$ cat src/rtl/carry_alu.sv
module carry_alu #(
  parameter int W = 16
) (
  input  logic [3:0]   func,
  input  logic [W-1:0] lhs,
  input  logic [W-1:0] rhs,
  input  logic         cin,
  output logic [W-1:0] result,
  output logic         cout,
  output logic         cond_true,
  output logic         wr_en
);
  localparam int SW = $clog2(W);

  logic [W:0]    sum, dif;
  logic [SW-1:0] sh;
  logic          wide;
  logic [W-1:0]  shl_v, shr_v, asr_v;

  assign sum  = {1'b0, lhs} + {1'b0, rhs} + (W+1)'(cin);
  assign dif  = {1'b0, lhs} - {1'b0, rhs} - (W+1)'(cin);
  assign sh   = rhs[SW-1:0];
  assign wide = |rhs[W-1:SW];

  assign shl_v = wide ? '0 : lhs << sh;
  assign shr_v = wide ? '0 : lhs >> sh;
  assign asr_v = wide ? {W{lhs[W-1]}} : W'($signed(lhs) >>> sh);

  always_comb begin
    result    = '0;
    cout      = 1'b0;
    cond_true = 1'b0;
    wr_en     = 1'b1;
    case (func)
      4'd0:  result = sum[W-1:0];
      4'd1:  result = dif[W-1:0];
      4'd2:  begin result = sum[W-1:0]; cout = sum[W]; end
      4'd3:  begin result = dif[W-1:0]; cout = dif[W]; end
      4'd4:  result = lhs ^ rhs;
      4'd5:  result = lhs & rhs;
      4'd6:  result = lhs | rhs;
      4'd7:  result = shl_v;
      4'd8:  result = shr_v;
      4'd9:  result = asr_v;
      default: begin
        wr_en = 1'b0;
        case (func)
          4'd10:   cond_true = (lhs == rhs);
          4'd11:   cond_true = (lhs != rhs);
          4'd12:   cond_true = ($signed(lhs) <  $signed(rhs));
          4'd13:   cond_true = ($signed(lhs) >= $signed(rhs));
          4'd14:   cond_true = (lhs <  rhs);
          default: cond_true = (lhs >= rhs);
        endcase
      end
    endcase
  end
endmodule

$ cat config.mk
export PLATFORM = sky130hd
export DESIGN_NAME = carry_alu
export DESIGN_NICKNAME = d
export VERILOG_FILES = /design/src/rtl/carry_alu.sv
export SDC_FILE = /design/constraint.sdc
export NUM_CORES = 1
export LEC_CHECK = 0
export ABC_AREA = 1
export BUFFER_PORTS_ARGS = -buffer_cell sky130_fd_sc_hd__buf_2
export CORE_MARGIN = 4
export CORE_UTILIZATION = 30
export DETAILED_ROUTE_END_ITERATION = 10
export GPL_ROUTABILITY_DRIVEN = 0
export GPL_TIMING_DRIVEN = 1
export PLACE_DENSITY = 0.57
export SYNTH_ARGS = -nofsm -noshare
export SYNTH_HDL_FRONTEND = slang
export SYNTH_SLANG_ARGS = --single-unit
$ cat constraint.sdc
create_clock -name vclk -period 4.7
set_clock_uncertainty 0.15 [all_clocks]
set_input_delay 0.47 -clock vclk [all_inputs]
set_output_delay 0.47 -clock vclk [all_outputs]
set_load 0.02 [all_outputs]
# Yosys cells after proc, flatten, opt, wreduce, memory -nomap -nowiden
# Index checks and enable logic that the tools add are counted.
[word_totals]
ff_bits = 0
[op_classes]
add_sub_neg = 4
n_lt_le_gt_ge = 4
n_eq_ne = 16
shift = 3
mux = 8
bitwise = 3
n_reduce_logical = 5
[ops]
columns = ["op", "n"]
rows = [
  ["one-hot mux 16 bit (8 select lines)", 1],
  ["2-to-1 mux 16 bit", 3],
  ["greater-or-equal comparator 16 bit", 2],
  ["< comparator 16 bit", 2],
  ["equality test 4 bit, second input constant", 7],
  ["adder 16 x 16 -> 17 bit", 1],
  ["adder 17 x 1 -> 17 bit", 1],
  ["subtractor 16 x 16 -> 17 bit", 1],
  ["subtractor 17 x 1 -> 17 bit", 1],
  ["AND 16 bit", 1],
  ["equality test 16 bit", 1],
  ["equality test 4 x 3 -> 1 bit, second input constant", 4],
  ["!= test 16 bit", 1],
  ["bitwise OR 16 bit", 1],
  ["left shift 16 x 4 -> 16 bit", 1],
  ["right shift 16 x 4 -> 16 bit", 1],
  [">>> shifter 16 x 4 -> 16 bit", 1],
  ["XOR 16 bit", 1],
  ["OR reduction 12 bit", 1],
  ["OR reduction 10 bit", 1],
  ["equality test 4 x 2 -> 1 bit, second input constant", 2],
  ["one-hot mux 1 bit (5 select lines)", 1],
  ["equality test 4 x 1 -> 1 bit, second input constant", 1],
  ["zero test 4 bit", 1],
  ["3 further kinds", 5],
]

# Depth between registers and ports, before layout
# Gate-level depths: netlist of run 1.
[depth]
word_depth = 3
ltp_mapped = 17

# Worst setup path before layout of run 1
# OpenSTA, ideal clock, no wires.
[synth_path]
path_type = "input-to-output"
start = "input rhs[0]"
end = "output cout"
t_arrival_ps = 2479
setup_slack_ps = 1601
cell_stages = 16
path_cell_list = "buf_6 -> inv_2 -> buf_6 -> fa_1 -> fa_1 -> nand3_1 -> nand2_1 -> a21boi_1 -> inv_2 -> nand2_2 -> nand2_1 -> nand3_1 -> nand2_1 -> nand2_1 -> nand3_1 -> nand2_1"
[synth_between]
elab_chain_len = 3
[synth_lines]
columns = ["item", "line_no", "rtl"]
rows = [
  ["from (decl)", "6", "input logic [W-1:0] rhs,"],
  ["subtractor 16 x 16 -> 17 bit / adder 16 x 16 -> 17 bit (equally long branches)", "21, 20", ""],
  ["subtractor 17 x 1 -> 17 bit / adder 17 x 1 -> 17 bit (equally long branches)", "21, 20", ""],
  ["one-hot mux 1 bit (2 select lines) *", "34", "case (func)"],
  ["to (decl)", "9", "output logic cout,"],
]
# Every way passes the cells marked *; elsewhere a longest branch is shown, timed or not.

# Final worst setup path of run 1
[layout_path]
start = "input rhs[1]"
end = "output cout"
# Same word-level chain as after synthesis.

==> run summary, run 1 <==
Crit path arrival time: 3050 ps
Tcrit/Tclk final: 78.14%
number of DRC markers in iteration 0: 509
Top delay family on crit path: buffers and inverters
maximum number of pins on one net before global-route repair: 39
Max-slew headroom: 54.64%
Residual DRC: 0
max_cap viols: 0
type of destination of the critical path: primary output
largest area contributor in the netlist: ha_1
I/O Buffers: 56
Synth Warn #: 0
Design Area, Final: 5166 um^2
post-CTS setup buffer count: 0
FF+latch area: 0 um^2
crit path launch type: input pin
Critical Path Max Stage Delay: 600 ps
first-pass GRT wire length: 29650 um
via count: 5913
max-slew violation count: 0
n_diodes: 0
Avg Cell Area, Syn: 5.484 um^2
via density per instance: 5.308
Critical Path RT: 4080 ps
critical path class: in2out
Die Y: 133.9 um
antenna viol nets, final: 0
total track usage: 20.23%
Tightest Pin Transition: 679.4 ps
area growth from synthesis to layout: 8.658%
count leader, synth: nand2_1
Starting Density: 30.93%
Tightest Hold Check Type: in2out
RSZ-0062 raised after global routing: no
final hold violation count: 0
clkbuf count: 0
hold buffer count at CTS: 0
share of the yosys chip area belonging to registers: 0%
vias in the first global route: 5576
Placed Area: 5166 um^2
Max IR drop VDD: 38.35 uV
Yosys cell types: 43
Post-DP HPWL: 15590 um
outcome: finished, final reports clean
crit-path max FO: 38
Synth top cells by count: 237 x nand2_1, 101 x inv_1, 82 x nand3_1
post-synth top area share: 20.79%
Post-Route WL: 18670 um
# resized after CTS: 0
initial antenna violation count: 0
# rows: 45
Final setup viols: 0
drt pass-1 iters: 5
hold path start: func[3]
die area: 17930 um^2
total leakage power: 2.780 nW
fill count: 1760
Net Count, Synth: 987
min Tclk post-route: 3672 ps
PwrDens: 116.9 nW/um^2
sequential cell count: 0
critical-path cell list: buf_2, inv_2, fa_1, nand3_1, nand2_1, a21boi_1, inv_2, nand2_2, nand2_1, nand3_1, nand2_1, nand2_1, nand3_1, nand2_1, buf_2
Mapped Cells: 867
Die X: 133.9 um
Synth area leaders: ha_1 21%, nand2_1 19%, nand3_1 8.6%, inv_1 8.0%, a21oi_1 7.1%
endpoint of the worst hold path: wr_en
DR WL/cell: 16.76 um
setup tns final: 0 ps
share of cells above drive strength 1: 11.30%
Core Box Area: 15370 um^2
WHS: 1235 ps
grt ovf: 0
Hold Path Stages: 3
Multi-input gate area: 4123 um^2
# IOs: 56
Mapped Area: 4755 um^2
f_max: 272.3 MHz
nets: 1025
cell mode on critical path: nand2_1
Buf/Inv on CP: 4
CP max stage cell: fa_1
==> kinds of logic after synthesis <==
family / share of synthesized area (%)
buf+inv: 13.29
simple gates: 38.97
mux: 1.053
compound gates: 23.66
xor+xnor: 0.5527
fa+ha+maj: 22.47
==> cell type report <==
cell class,instances,share of cell area [%]
Multi-Input combinational cell,718,79.80
Tap cell,211,5.110
Inverter,125,9.082
Timing Repair Buffer,60,6.006
==> per-stage QoR <==
stage	total power, mW	setup WS [ps]	instances	utilization [%]
floorplan	0.4210	1601	867	-
global placement	0.5914	1079	1114	33.61
detailed placement	0.5899	1055	1114	33.61
CTS	0.5928	1059	1114	33.61
global route	0.6724	788.4	1114	33.61
finish	0.6039	1028	1114	33.61
==> per-layer routing <==
layer	track usage (%)	share of wire (%)	vias to the layer above
met5	0	0	-
met3	1.913	7.0	23
met1	28.26	46	2710
met4	3.771	1.8	0
met2	34.11	45	244
li1	-	-	2936
==> cells in the final DEF, fill, tap and decap left out, types with 5 or more instances in the layout <==
| cell | synthesis | final |
|---|---|---|
| o21bai_1 | 7 | 7 |
| mux2i_1 | 5 | 5 |
| inv_1 | 101 | 101 |
| ha_1 | 79 | 79 |
| nand2_1 | 237 | 237 |
| nand4_1 | 9 | 9 |
| a21oi_1 | 67 | 67 |
| inv_2 | 23 | 23 |
| nor3_1 | 10 | 10 |
| o21ai_1 | 33 | 33 |
| o21a_1 | 11 | 11 |
| o211ai_1 | 6 | 6 |
| nor2_1 | 69 | 69 |
| nand2_2 | 6 | 6 |
| buf_2 | 7 | 56 |
| o22ai_1 | 11 | 11 |
| a21o_1 | 6 | 6 |
| o21ai_0 | 42 | 42 |
| nand3_1 | 82 | 82 |
==> worst max path at each step <==
stage	end	slack, ps	cells past startpoint	from
after global placement	cout	1080	15	rhs[1]
after floorplan	cout	1600	16	rhs[0]
after detailed placement	cout	1060	15	rhs[1]
after global routing	cout	790	15	rhs[1]
final	cout	1030	15	rhs[1]
after CTS	cout	1060	15	rhs[1]
==> power by group <==
group / internal, mW / switching, mW
clock network: 0 / 0
registers: 0 / 0
logic: 0.193 / 0.411
total: 0.193 / 0.411
No activity file was read; power rests on OpenSTA's default activity.
==> inputs of run 2 (changes only) <==
- clock period: 4.7 -> 3.56 ns (I/O delays scaled with it)
==> run summary, run 2 (same netlist as run 1, synthesis figures left out) <==
fill count: 1781 (+1.2%)
number of DRC markers in iteration 0: 518 (+1.8%)
share of cells above drive strength 1: 11.98% (+0.68 points)
critical-path cell list: buf_2, inv_1, ha_1, ha_1, a21oi_1, o21a_1, nand3_1, o21ai_0, nand4_1, buf_2
FF+latch area: 0 um^2 (unchanged)
# resized after CTS: 0 (unchanged)
grt ovf: 0 (unchanged)
Die X: 133.9 um (unchanged)
most frequent cells in the layout: 237 x nand2_1, 101 x inv_1, 82 x nand3_1
n_diodes: 0 (unchanged)
RSZ-0062 raised after global routing: no
total leakage power: 2.814 nW (+1.2%)
I/O Buffers: 56 (unchanged)
final hold violation count: 0 (unchanged)
setup tns final: 0 ps (unchanged)
Core Box Area: 15370 um^2 (unchanged)
Starting Density: 30.93% (unchanged)
crit path launch type: input pin
post-CTS setup buffer count: 0 (unchanged)
drt pass-1 iters: 8 (+3)
Post-DP HPWL: 15830 um (+1.5%)
Critical Path Max Stage Delay: 400 ps (-200 ps)
sequential cell count: 0 (unchanged)
first-pass GRT wire length: 29300 um (-1.2%)
Tightest Pin Transition: 558.0 ps (-121.4 ps)
hold path start: func[3]
vias in the first global route: 5527 (-0.88%)
Crit path arrival time: 2710 ps (-340 ps)
antenna viol nets, final: 0 (unchanged)
maximum number of pins on one net before global-route repair: 36 (-7.7%)
PwrDens: 154.3 nW/um^2 (+32%)
Tightest Hold Check Type: in2out
die area: 17930 um^2 (unchanged)
hold buffer count at CTS: 0 (unchanged)
Tcrit/Tclk final: 90.24%
type of destination of the critical path: primary output
via density per instance: 5.311 (about the same)
Post-Route WL: 18640 um (-0.20%)
Max IR drop VDD: 53.01 uV (+38%)
Buf/Inv on CP: 3 (-1)
clkbuf count: 0 (unchanged)
Tot Pwr: 0.8052 mW (+33%)
min Tclk post-route: 3213 ps
via count: 5954 (+0.69%)
Critical Path RT: 3050 ps (-1030 ps)
f_max: 311.3 MHz
area growth from synthesis to layout: 9.763%
Final setup viols: 0 (unchanged)
critical path class: in2out
CP max stage cell: ha_1
Residual DRC: 0 (unchanged)
Max-slew headroom: 62.71% (+8.1 points)
DR WL/cell: 16.62 um (-0.82%)
# rows: 45 (unchanged)
max-slew violation count: 0 (unchanged)
commonest non-fill, non-tap cell in the layout: nand2_1
Hold Path Stages: 3 (unchanged)
Top delay family on crit path: compound AO/OA/AOI/OAI gates
crit-path max FO: 6 (-84%)
total track usage: 20.08% (-0.15 points)
# IOs: 56 (unchanged)
initial antenna violation count: 0 (unchanged)
endpoint of the worst hold path: wr_en
outcome: finished, final reports clean
Die Y: 133.9 um (unchanged)
Multi-input gate area: 4123 um^2 (unchanged)
max_cap viols: 0 (unchanged)
nets: 1032 (+0.68%)
[run 2: cell types whose count changed in the layout (fill, tap and decap cells not counted), sizes merged]
cell	before	now
buf	60	67
[run 2: how the worst max path moves through the flow]
stage           start    endpoint  slack (ps)  depth (start not counted)
6_report       lhs[7]  result[10]         350                         10
5_1_grt        rhs[3]   result[4]         160                         11
4_1_cts        rhs[3]        cout         390                         16
3_5_place_dp   rhs[3]        cout         400                         16
3_3_place_gp   rhs[3]        cout         420                         16
2_1_floorplan  rhs[0]        cout         690                         16
[run 2: metrics by stage]
stage	area, um^2	setup slack (ps)	cells	hold slack (ps)	utilization [%]
final	5219	347.3	1121	1015	33.95
after global routing	5219	162.0	1121	1046	33.95
after CTS	5219	394.8	1121	1007	33.95
after detailed placement	5219	397.9	1121	1008	33.95
after global placement	5219	419.3	1121	996.4	33.95
after floorplan	4755	689.0	867	813.7	-
[run 2: cell type report]
class / instances / area share [%]
well taps: 211 / 5.059
repair buffers: 67 / 6.953
multi-input cells: 718 / 79.00
inverters: 125 / 8.991
[run 2: where the power goes]
| group | switching, mW | leakage, nW | total (mW) | internal (mW) |
|---|---|---|---|---|
| Combinational | 0.544 | 2.81 | 0.805 | 0.262 |
| Sequential | 0 | 0 | 0 | 0 |
| Clock | 0 | 0 | 0 | 0 |
| Total | 0.544 | 2.81 | 0.805 | 0.262 |
[run 2: layer usage]
metal	wire (um)	vias to the layer above	GRT usage (%)	part of all wire, %
met3	1258	42	1.350	6.8
met2	8366	257	33.66	45
met4	576	0	5.314	3.1
met1	8434	2701	27.91	45
met5	0	-	0	0
li1	-	2954	-	-
